### src/rtl/dbt_pkg.sv
package dbt_pkg;
  typedef enum logic {
    SRC_RAW     = 1'b0,
    SRC_SETTLED = 1'b1
  } tally_src_e;
endpackage

### src/rtl/dbt_sync.sv
module dbt_sync #(
  parameter int FLOPS = 2
) (
  input  logic clk,
  input  logic rst_n,
  input  logic d,
  output logic q
);
  logic [FLOPS-1:0] stage;

  always_ff @(posedge clk or negedge rst_n) begin
    if (!rst_n) stage <= '0;
    else        stage <= {stage[FLOPS-2:0], d};
  end

  assign q = stage[FLOPS-1];
endmodule

### src/rtl/dbt_settle.sv
module dbt_settle #(
  parameter int TAPS = 8,
  parameter int DIV  = 256
) (
  input  logic clk,
  input  logic rst_n,
  input  logic sample,
  output logic settled
);
  localparam int PW = (DIV > 1) ? $clog2(DIV) : 1;
  localparam logic [PW-1:0] PRE_LAST = PW'(DIV - 1);

  logic [TAPS-1:0] chain;
  logic [PW-1:0]   pre;
  logic            differ;
  logic            step;

  assign settled = chain[TAPS-1];
  assign differ  = sample ^ settled;
  assign step    = differ && (pre == PRE_LAST);

  always_ff @(posedge clk or negedge rst_n) begin
    if (!rst_n) begin
      chain <= '0;
      pre   <= '0;
    end else if (!differ) begin
      // agreement or a reverted glitch: restart timing, refill with output
      pre   <= '0;
      chain <= {TAPS{settled}};
    end else if (step) begin
      pre   <= '0;
      chain <= {chain[TAPS-2:0], sample};
    end else begin
      pre   <= pre + 1'b1;
    end
  end

  assert_hold_R3: assert property (@(posedge clk) disable iff (!rst_n)
    !differ |=> $stable(settled));

  assert_new_level_R2: assert property (@(posedge clk) disable iff (!rst_n)
    !$stable(settled) |-> settled == $past(sample));

  assert_reload_R4: assert property (@(posedge clk) disable iff (!rst_n)
    !differ |=> (pre == '0) && (chain == {TAPS{settled}}));
endmodule

### src/rtl/dbt_tally.sv
module dbt_tally
  import dbt_pkg::*;
#(
  parameter int W = 16
) (
  input  logic         clk,
  input  logic         rst_n,
  input  logic         clr,
  input  tally_src_e   src,
  input  logic         raw,
  input  logic         settled,
  output logic [W-1:0] count,
  output logic         wrapped
);
  logic raw_q, set_q;
  logic raw_rise, set_rise, hit;

  assign raw_rise = raw & ~raw_q;
  assign set_rise = settled & ~set_q;
  // edge chosen per source so a select change cannot fake an edge
  assign hit = (src == SRC_SETTLED) ? set_rise : raw_rise;

  always_ff @(posedge clk or negedge rst_n) begin
    if (!rst_n) begin
      raw_q <= 1'b0;
      set_q <= 1'b0;
    end else begin
      raw_q <= raw;
      set_q <= settled;
    end
  end

  always_ff @(posedge clk or negedge rst_n) begin
    if (!rst_n) begin
      count   <= '0;
      wrapped <= 1'b0;
    end else if (clr) begin
      count   <= '0;
      wrapped <= 1'b0;
    end else if (hit) begin
      count <= count + 1'b1;
      if (&count) wrapped <= 1'b1;
    end
  end

  assert_clear_R9: assert property (@(posedge clk) disable iff (!rst_n)
    clr |=> (count == '0) && !wrapped);

  assert_idle_R7: assert property (@(posedge clk) disable iff (!rst_n)
    (!clr && !hit) |=> $stable(count));

  assert_wrap_R8: assert property (@(posedge clk) disable iff (!rst_n)
    (!clr && hit && (&count)) |=> (count == '0) && wrapped);

  assert_sticky_R8: assert property (@(posedge clk) disable iff (!rst_n)
    (wrapped && !clr) |=> wrapped);
endmodule

### src/rtl/debounced_totalizer.sv
module debounced_totalizer
  import dbt_pkg::*;
#(
  parameter int PRESCALE_DIV = 256,
  parameter int SHIFT_TAPS   = 8,
  parameter int COUNT_W      = 16,
  parameter int SYNC_FLOPS   = 2
) (
  input  logic               clk,
  input  logic               rst_n,
  input  logic               sense_in,
  input  logic               count_settled,
  input  logic               tally_clr,
  output logic               settled_level,
  output logic [COUNT_W-1:0] tally,
  output logic               tally_wrapped
);
  logic       sense_s;
  tally_src_e src;

  assign src = tally_src_e'(count_settled);

  dbt_sync #(.FLOPS(SYNC_FLOPS)) u_sync (
    .clk   (clk),
    .rst_n (rst_n),
    .d     (sense_in),
    .q     (sense_s)
  );

  dbt_settle #(.TAPS(SHIFT_TAPS), .DIV(PRESCALE_DIV)) u_settle (
    .clk     (clk),
    .rst_n   (rst_n),
    .sample  (sense_s),
    .settled (settled_level)
  );

  dbt_tally #(.W(COUNT_W)) u_tally (
    .clk     (clk),
    .rst_n   (rst_n),
    .clr     (tally_clr),
    .src     (src),
    .raw     (sense_s),
    .settled (settled_level),
    .count   (tally),
    .wrapped (tally_wrapped)
  );
endmodule

### config.mk
export PLATFORM = sky130hd
export DESIGN_NAME = debounced_totalizer
export DESIGN_NICKNAME = d
export VERILOG_FILES = /design/src/rtl/dbt_pkg.sv /design/src/rtl/dbt_sync.sv /design/src/rtl/dbt_settle.sv /design/src/rtl/dbt_tally.sv /design/src/rtl/debounced_totalizer.sv
export SDC_FILE = /design/constraint.sdc
export NUM_CORES = 1
export LEC_CHECK = 0
export ABC_AREA = 1
export CORE_UTILIZATION = 62
export CTS_CLUSTER_DIAMETER = 80
export DETAILED_ROUTE_END_ITERATION = 10
export DONT_BUFFER_PORTS = 1
export GPL_TIMING_DRIVEN = 1
export PLACE_DENSITY = 0.83
export SETUP_SLACK_MARGIN = 0.1
export SYNTH_ARGS = -nofsm -noshare
export SYNTH_HDL_FRONTEND = slang
export SYNTH_SLANG_ARGS = --single-unit
### constraint.sdc
create_clock -name clk -period 1.69 [get_ports clk]
set_clock_uncertainty 0.1 [all_clocks]
set_input_delay 0.338 -clock clk [delete_from_list [all_inputs] [get_ports clk]]
set_output_delay 0.338 -clock clk [all_outputs]
set_load 0.05 [all_outputs]
==> results.py, run 1 <==
metrics = {
    "power_and_ir_drop": {
        "ir_worst_vdd_uv": 710,
        "seqPwrFrac": 0.618,
        "leakage_nw": 1.11,
        "p_switching_uw": 384,
        "p_int_mw": 1.10,
        "power_frac_comb": 0.076,
        "power_mw": 1.49,
        "power_density_nw_per_um2": 686,
        "swShare": 0.258,
        "power_frac_clock": 0.306,
    },
    "critical_path": {
        "rrSetupSlack_ps": 120,
        "rr_worst_depth": 8,
        "crit_type": "register to register",
        "slowest_stage": "dfrtp_1",
        "worstSetupEndpointType": "register",
        "crit_required_ps": 1820,
        "path_cells": "ha_2 -> nand2_2 -> nor2_4 -> nand2_2 -> nor2_4 -> nand2_4 -> nand2_4 -> nor2_1",
        "reg2reg_from": "u_settle.pre[0]",
        "worstReg2RegEnd": "u_settle.pre[3]",
        "critPathLaunchType": "register",
        "path_max_fanout": 6,
        "max_stage_delay_ps": 400,
        "crit_arrival_ps": 1700,
    },
    "layout": {
        "areaGrowthSynthToFinish_pct": 17.0,
        "regArea_um2": 930,
        "multiInputGateArea_um2": 846,
        "fin_nets": 271,
        "fill_cells": 196,
        "drive_gt1_frac": 0.175,
        "antennaDiodeCount": 0,
    },
    "detailed_routing": {
        "vias_per_cell": 5.56,
        "drcViolationCount": 0,
        "drt-total-wl_mm": 4.06,
        "vias": 1634,
        "drt_pass1_iterations": 4,
        "wl_per_cell_um": 13.8,
        "drt_iter0_drc": 93,
        "ant_nets": 0,
    },
    "grt": {
        "grt-ovfl-total": 0,
        "grt_max_degree": 38,
        "grt_pass1_wl_mm": 6.20,
        "antenna_found_initial": 0,
        "grt_usage": 0.256,
        "grt_pass1_vias": 1463,
    },
    "yosys": {
        "yosys_warnings": 0,
        "synth_area_leaders": "dfrtp_1 (50%), nand2_1 (12%), nor2_1 (7.1%)",
        "yosysTopAreaCellShare": 0.500,
        "synthesis.nets": 242,
        "synth-seq-area-share": 0.500,
        "synth.avg_cell_area_um2": 7.95,
        "synth_seq_cells": 37,
        "syn_area_um2": 1850,
        "postSynthCellCount": 233,
        "synth_top_cell_by_area": "dfrtp_1",
        "yosysUniqueCellTypes": 24,
    },
    "sta": {
        "max_freq_ghz": 0.638,
        "finalSetupTns_ps": 0,
        "final.min_clock_period_ps": 1570,
        "postLayoutSetupSlackWorst_ps": 123,
        "setup_viol": 0,
        "rsz0062_at_grt": "true",
        "hold_violations": 0,
        "tightest_slew_ps": 489,
        "period_share": 0.927,
        "max_slew_margin": 0.674,
        "slew_violations": 0,
        "hold_ws_ps": 258,
    },
    "clocking": {
        "clk_path_buf_depth": 2,
        "clock_latency_ps": 350,
        "cts.htree.levels": 2,
        "cts.sinks": 37,
        "cts_tree": "built",
        "numCtsBuffers": 5,
        "path_clk_slew_ps": 110,
        "cts-root-buf": "clkbuf_4",
    },
    "worst_hold_path": {
        "whs_path_depth": 3,
        "worstHoldPathType": "input pin to register",
        "hold_end": "u_tally.count[13]",
        "min_from": "tally_clr",
    },
    "placement": {
        "dp_hpwl_mm": 2.55,
        "place_ws_ps": 185,
        "gp_congestion": 0.836,
        "port_buffers": 0,
    },
    "floorplanning": {
        "die_h_um": 56.7,
        "coreArea_um2": 2780,
        "die_w_um": 56.7,
        "io_pins": 23,
        "row_count": 19,
        "dieArea_um2": 3210,
        "start_util": 0.666,
    },
    "status": {
        "status": "complete, no violations",
    },
    "run": {
        "cap_violations": 0,
    },
}
## critical path, delay by kind of cell (launching register included)
family	cells	cell delay [ps]
fa+ha+maj	1	210
flops	1	400
simple gates	7	740
## cells in the final DEF, fill, tap and decap left out, types with 3 or more instances in the layout
| cell type | count |
|---|---|
| nand2_1 | 58 |
| nor2_1 | 35 |
| dfrtp_1 | 34 |
| inv_1 | 27 |
| nand3_1 | 19 |
| buf_4 | 19 |
| a21oi_1 | 11 |
| o21ai_0 | 9 |
| nor3_1 | 6 |
| nand2_2 | 5 |
| clkbuf_4 | 5 |
| nand4_1 | 4 |
| and3_1 | 3 |
| dlygate4sd3_1 | 3 |
| dfrtp_2 | 3 |
## Yosys cell counts, drive strengths merged
| cell type | n |
|---|---|
| and3 | 3 |
| nand2 | 64 |
| ha | 4 |
| nor3 | 6 |
| dfrtp | 37 |
| nor2 | 37 |
| inv | 28 |
| buf | 2 |
| nand4 | 4 |
| or2 | 1 |
| o21ai | 9 |
| xor2 | 2 |
| a21oi | 11 |
| o21bai | 2 |
| clkbuf | 1 |
| nand3 | 21 |
| nor3b | 1 |
## routing by layer
layer / vias to the layer above / GRT usage / wire [um]
li1: 803 / - / -
met1: 763 / 0.343 / 1750
met2: 56 / 0.388 / 1960
met3: 12 / 0.0599 / 245
met4: 0 / 0.136 / 106
met5: - / 0 / 0
## cell type report
type,instances,area share
multi-input cells,167,0.391
well taps,31,0.0179
inverters,28,0.0497
repair buffers,23,0.0890
flip-flops and latches,37,0.429
clock inverters,2,0.00462
clock buffers,6,0.0191
## power by group through the flow
stage / logic (mW) / clock network (mW) / registers (mW)
2_1_floorplan: 0.0546 / 0 / 0.942
3_3_place_gp: 0.0736 / 0 / 0.934
3_5_place_dp: 0.0761 / 0 / 0.935
4_1_cts: 0.106 / 0.454 / 0.918
5_1_grt: 0.126 / 0.484 / 0.920
6_report: 0.113 / 0.454 / 0.919
## stage by stage
| stage | utilization | cells | cell area, um^2 |
|---|---|---|---|
| after global placement | 0.723 | 278 | 2010 |
| after global routing | 0.779 | 294 | 2170 |
| after detailed placement | 0.723 | 278 | 2010 |
| after floorplan | - | 233 | 1870 |
| final | 0.779 | 294 | 2170 |
| after CTS | 0.760 | 290 | 2110 |
## logic make-up (layout without fill, tap and decap cells)
| kind of cell | count (synthesis) | in the layout | share of synthesized area |
|---|---|---|---|
| flip-flops | 37 | 37 | 0.500 |
| AND/OR/NAND/NOR | 137 | 139 | 0.332 |
| XOR/XNOR | 2 | 2 | 0.00946 |
| AO/OA/AOI/OAI | 22 | 22 | 0.0622 |
| buffers and inverters | 31 | 59 | 0.0689 |
| adder cells (fa/ha/maj) | 4 | 4 | 0.0270 |
## flip-flops by register name, summed over array words and instances, names as in the netlist
| name | count |
|---|---|
| u_tally.count | 16 |
| u_tally.wrapped | 1 |
| u_tally.raw_q | 1 |
| u_sync.stage | 2 |
| u_tally.set_q | 1 |
| u_settle.pre | 8 |
| u_settle.chain | 8 |
## worst max path at each step
stage / from / end / cells after the start / slack [ps]
finish: u_settle.pre[0] / u_settle.pre[3] / 8 / 120
global route: u_settle.pre[0] / u_settle.chain[1] / 9 / 50
CTS: u_settle.pre[0] / u_settle.chain[1] / 9 / 170
detailed placement: u_settle.chain[7] / u_settle.chain[7] / 6 / 180
global placement: u_settle.chain[7] / u_settle.chain[7] / 6 / 220
floorplan: u_settle.chain[7] / u_settle.chain[4] / 8 / 100
## timing repair
item                                   CTS  global route
setup endpoints to repair                0            12
endpoints found under the hold margin   41             0
setup buffers                            0             2
resized for setup                        0             6
hold buffers                             4             0
Note: power is estimated with default switching activity, not from simulation.
==> run 2: changes to the inputs <==
--- a/config.mk
+++ b/config.mk
@@ -6,6 +6,7 @@
 export NUM_CORES = 1
 export LEC_CHECK = 0
 export ABC_AREA = 1
+export CORE_MARGIN = 4
 export CORE_UTILIZATION = 62
 export CTS_CLUSTER_DIAMETER = 80
 export DETAILED_ROUTE_END_ITERATION = 10
==> results.py, run 2 (synthesis results as in run 1) <==
metrics = {
    "layout": {
        "utilization": 0.787,
        "layout_commonest_cell": "nand2_1",
        "areaGrowthSynthToFinish_pct": 19.2,
        "top_regs": "u_tally.count (16), u_settle.chain (8), u_settle.pre (8)",
        "largest-register": "u_tally.count",
        "final_cells": 295,
        "drive_gt1_frac": 0.205,
        "fill_cells": 206,
        "antennaDiodeCount": 0,
        "fin_nets": 272,
        "stdcell_area_um2": 2210,
        "final_cell_mix": "nand2_1 (52), nor2_1 (34), dfrtp_1 (34), inv_1 (27)",
        "largest_reg_flops": 16,
    },
    "worst_hold_path": {
        "worstHoldPathType": "input pin to register",
        "hold_end": "u_tally.count[13]",
        "min_from": "tally_clr",
        "whs_path_depth": 3,
    },
    "detailed_routing": {
        "drt_iter0_drc": 150,
        "ant_nets": 0,
        "drt-total-wl_mm": 3.95,
        "wl_per_cell_um": 13.4,
        "drcViolationCount": 0,
        "vias_per_cell": 5.45,
        "drt_pass1_iterations": 4,
        "vias": 1607,
    },
    "power_and_ir_drop": {
        "p_switching_uw": 386,
        "p_int_mw": 1.18,
        "seqPwrFrac": 0.586,
        "power_density_nw_per_um2": 711,
        "power_frac_comb": 0.071,
        "swShare": 0.246,
        "power_frac_clock": 0.343,
        "leakage_nw": 1.12,
        "ir_worst_vdd_uv": 777,
    },
    "grt": {
        "grt_usage": 0.215,
        "grt_max_degree": 38,
        "grt_pass1_vias": 1435,
        "grt_pass1_wl_mm": 6.63,
        "antenna_found_initial": 0,
        "grt-ovfl-total": 0,
    },
    "critical_path": {
        "rr_worst_depth": 6,
        "crit_type": "register to register",
        "crit_required_ps": 1830,
        "reg2reg_from": "u_settle.chain[7]",
        "worstSetupEndpointType": "register",
        "critPathLaunchType": "register",
        "crit_arrival_ps": 1700,
        "rrSetupSlack_ps": 130,
        "worstReg2RegEnd": "u_settle.chain[7]",
        "path_max_fanout": 17,
    },
    "clocking": {
        "cts_tree": "built",
        "clk_path_buf_depth": 2,
        "numCtsBuffers": 5,
        "cts.sinks": 37,
        "cts-root-buf": "clkbuf_4",
        "cts.htree.levels": 2,
        "path_clk_slew_ps": 110,
        "clock_latency_ps": 350,
    },
    "sta": {
        "max_slew_margin": 0.690,
        "setup_viol": 0,
        "hold_violations": 0,
        "finalSetupTns_ps": 0,
        "final.min_clock_period_ps": 1560,
        "slew_violations": 0,
        "period_share": 0.925,
        "rsz0062_at_grt": "true",
        "max_freq_ghz": 0.640,
        "tightest_slew_ps": 465,
    },
    "run": {
        "cap_violations": 0,
    },
    "placement": {
        "dpl_cell_area_um2": 2020,
        "gp_congestion": 0.869,
        "dp_hpwl_mm": 2.61,
        "port_buffers": 0,
        "dpl.cell_count": 279,
    },
    "floorplanning": {
        "start_util": 0.660,
        "coreArea_um2": 2810,
        "die_w_um": 62.7,
        "die_h_um": 62.7,
        "dieArea_um2": 3930,
        "io_pins": 23,
        "row_count": 19,
    },
    "status": {
        "status": "complete, no violations",
    },
}
[run 2: cell types whose count changed in the layout (fill, tap and decap cells not counted), sizes merged]
cell / previous run / this run
buf: 20 / 21
clkbuf: 6 / 7
clkinv: 2 / 1
[run 2: worst max-delay path: stages, from the launching register on]
cell	delay (ps)
dfrtp_2	450
inv_1	100
ha_4	230
inv_2	280
nand3_1	150
nand2_1	80
o21ai_0	70
[run 2: per-stage QoR]
stage | hold WS, ps | worst slack, ps | power (mW)
2_1_floorplan | -57.6 | 103 | 0.996
6_report | 257 | 127 | 1.57
5_1_grt | 302 | 49.3 | 1.65
3_3_place_gp | -56.4 | 222 | 1.01
3_5_place_dp | -56.7 | 200 | 1.01
4_1_cts | 244 | 178 | 1.57
[run 2: per-layer routing]
layer  routed length [um]  GRT usage
met1                 1790      0.285
met2                 1820      0.329
met3                  280     0.0629
met4                   62     0.0937
met5                    0          0
[run 2: power groups by stage]
stage | registers (mW) | logic, mW | clock network [mW]
floorplan | 0.942 | 0.0546 | 0
global placement | 0.935 | 0.0752 | 0
detailed placement | 0.936 | 0.0760 | 0
CTS | 0.919 | 0.106 | 0.542
global route | 0.922 | 0.128 | 0.596
finish | 0.920 | 0.112 | 0.539
[run 2: timing repair]
item / 4_1_cts / 5_1_grt
hold endpoints to repair: 41 / 0
buffers inserted: 0 / 2
gates resized for setup: 0 / 11
endpoints found under the setup margin: 0 / 14
hold buffers: 4 / 0
[run 2: how the worst max path moves through the flow]
stage                                  from                 to  cells past startpoint
after floorplan           u_settle.chain[7]  u_settle.chain[4]                      8
after global placement    u_settle.chain[7]  u_settle.chain[7]                      6
after detailed placement  u_settle.chain[7]  u_settle.chain[7]                      6
after CTS                   u_settle.pre[0]  u_settle.chain[5]                      9
after global routing        u_settle.pre[0]  u_settle.chain[1]                      9
final                     u_settle.chain[7]  u_settle.chain[7]                      6
[run 2: area by class of cell]
class                   count  area, um^2  area share
clock inverters             1        5.00     0.00227
repair buffers             24         200      0.0907
well taps                  31        38.8      0.0176
flip-flops and latches     37         930       0.421
multi-input cells         167         863       0.391
clock buffers               7        65.1      0.0295
inverters                  28         105      0.0476
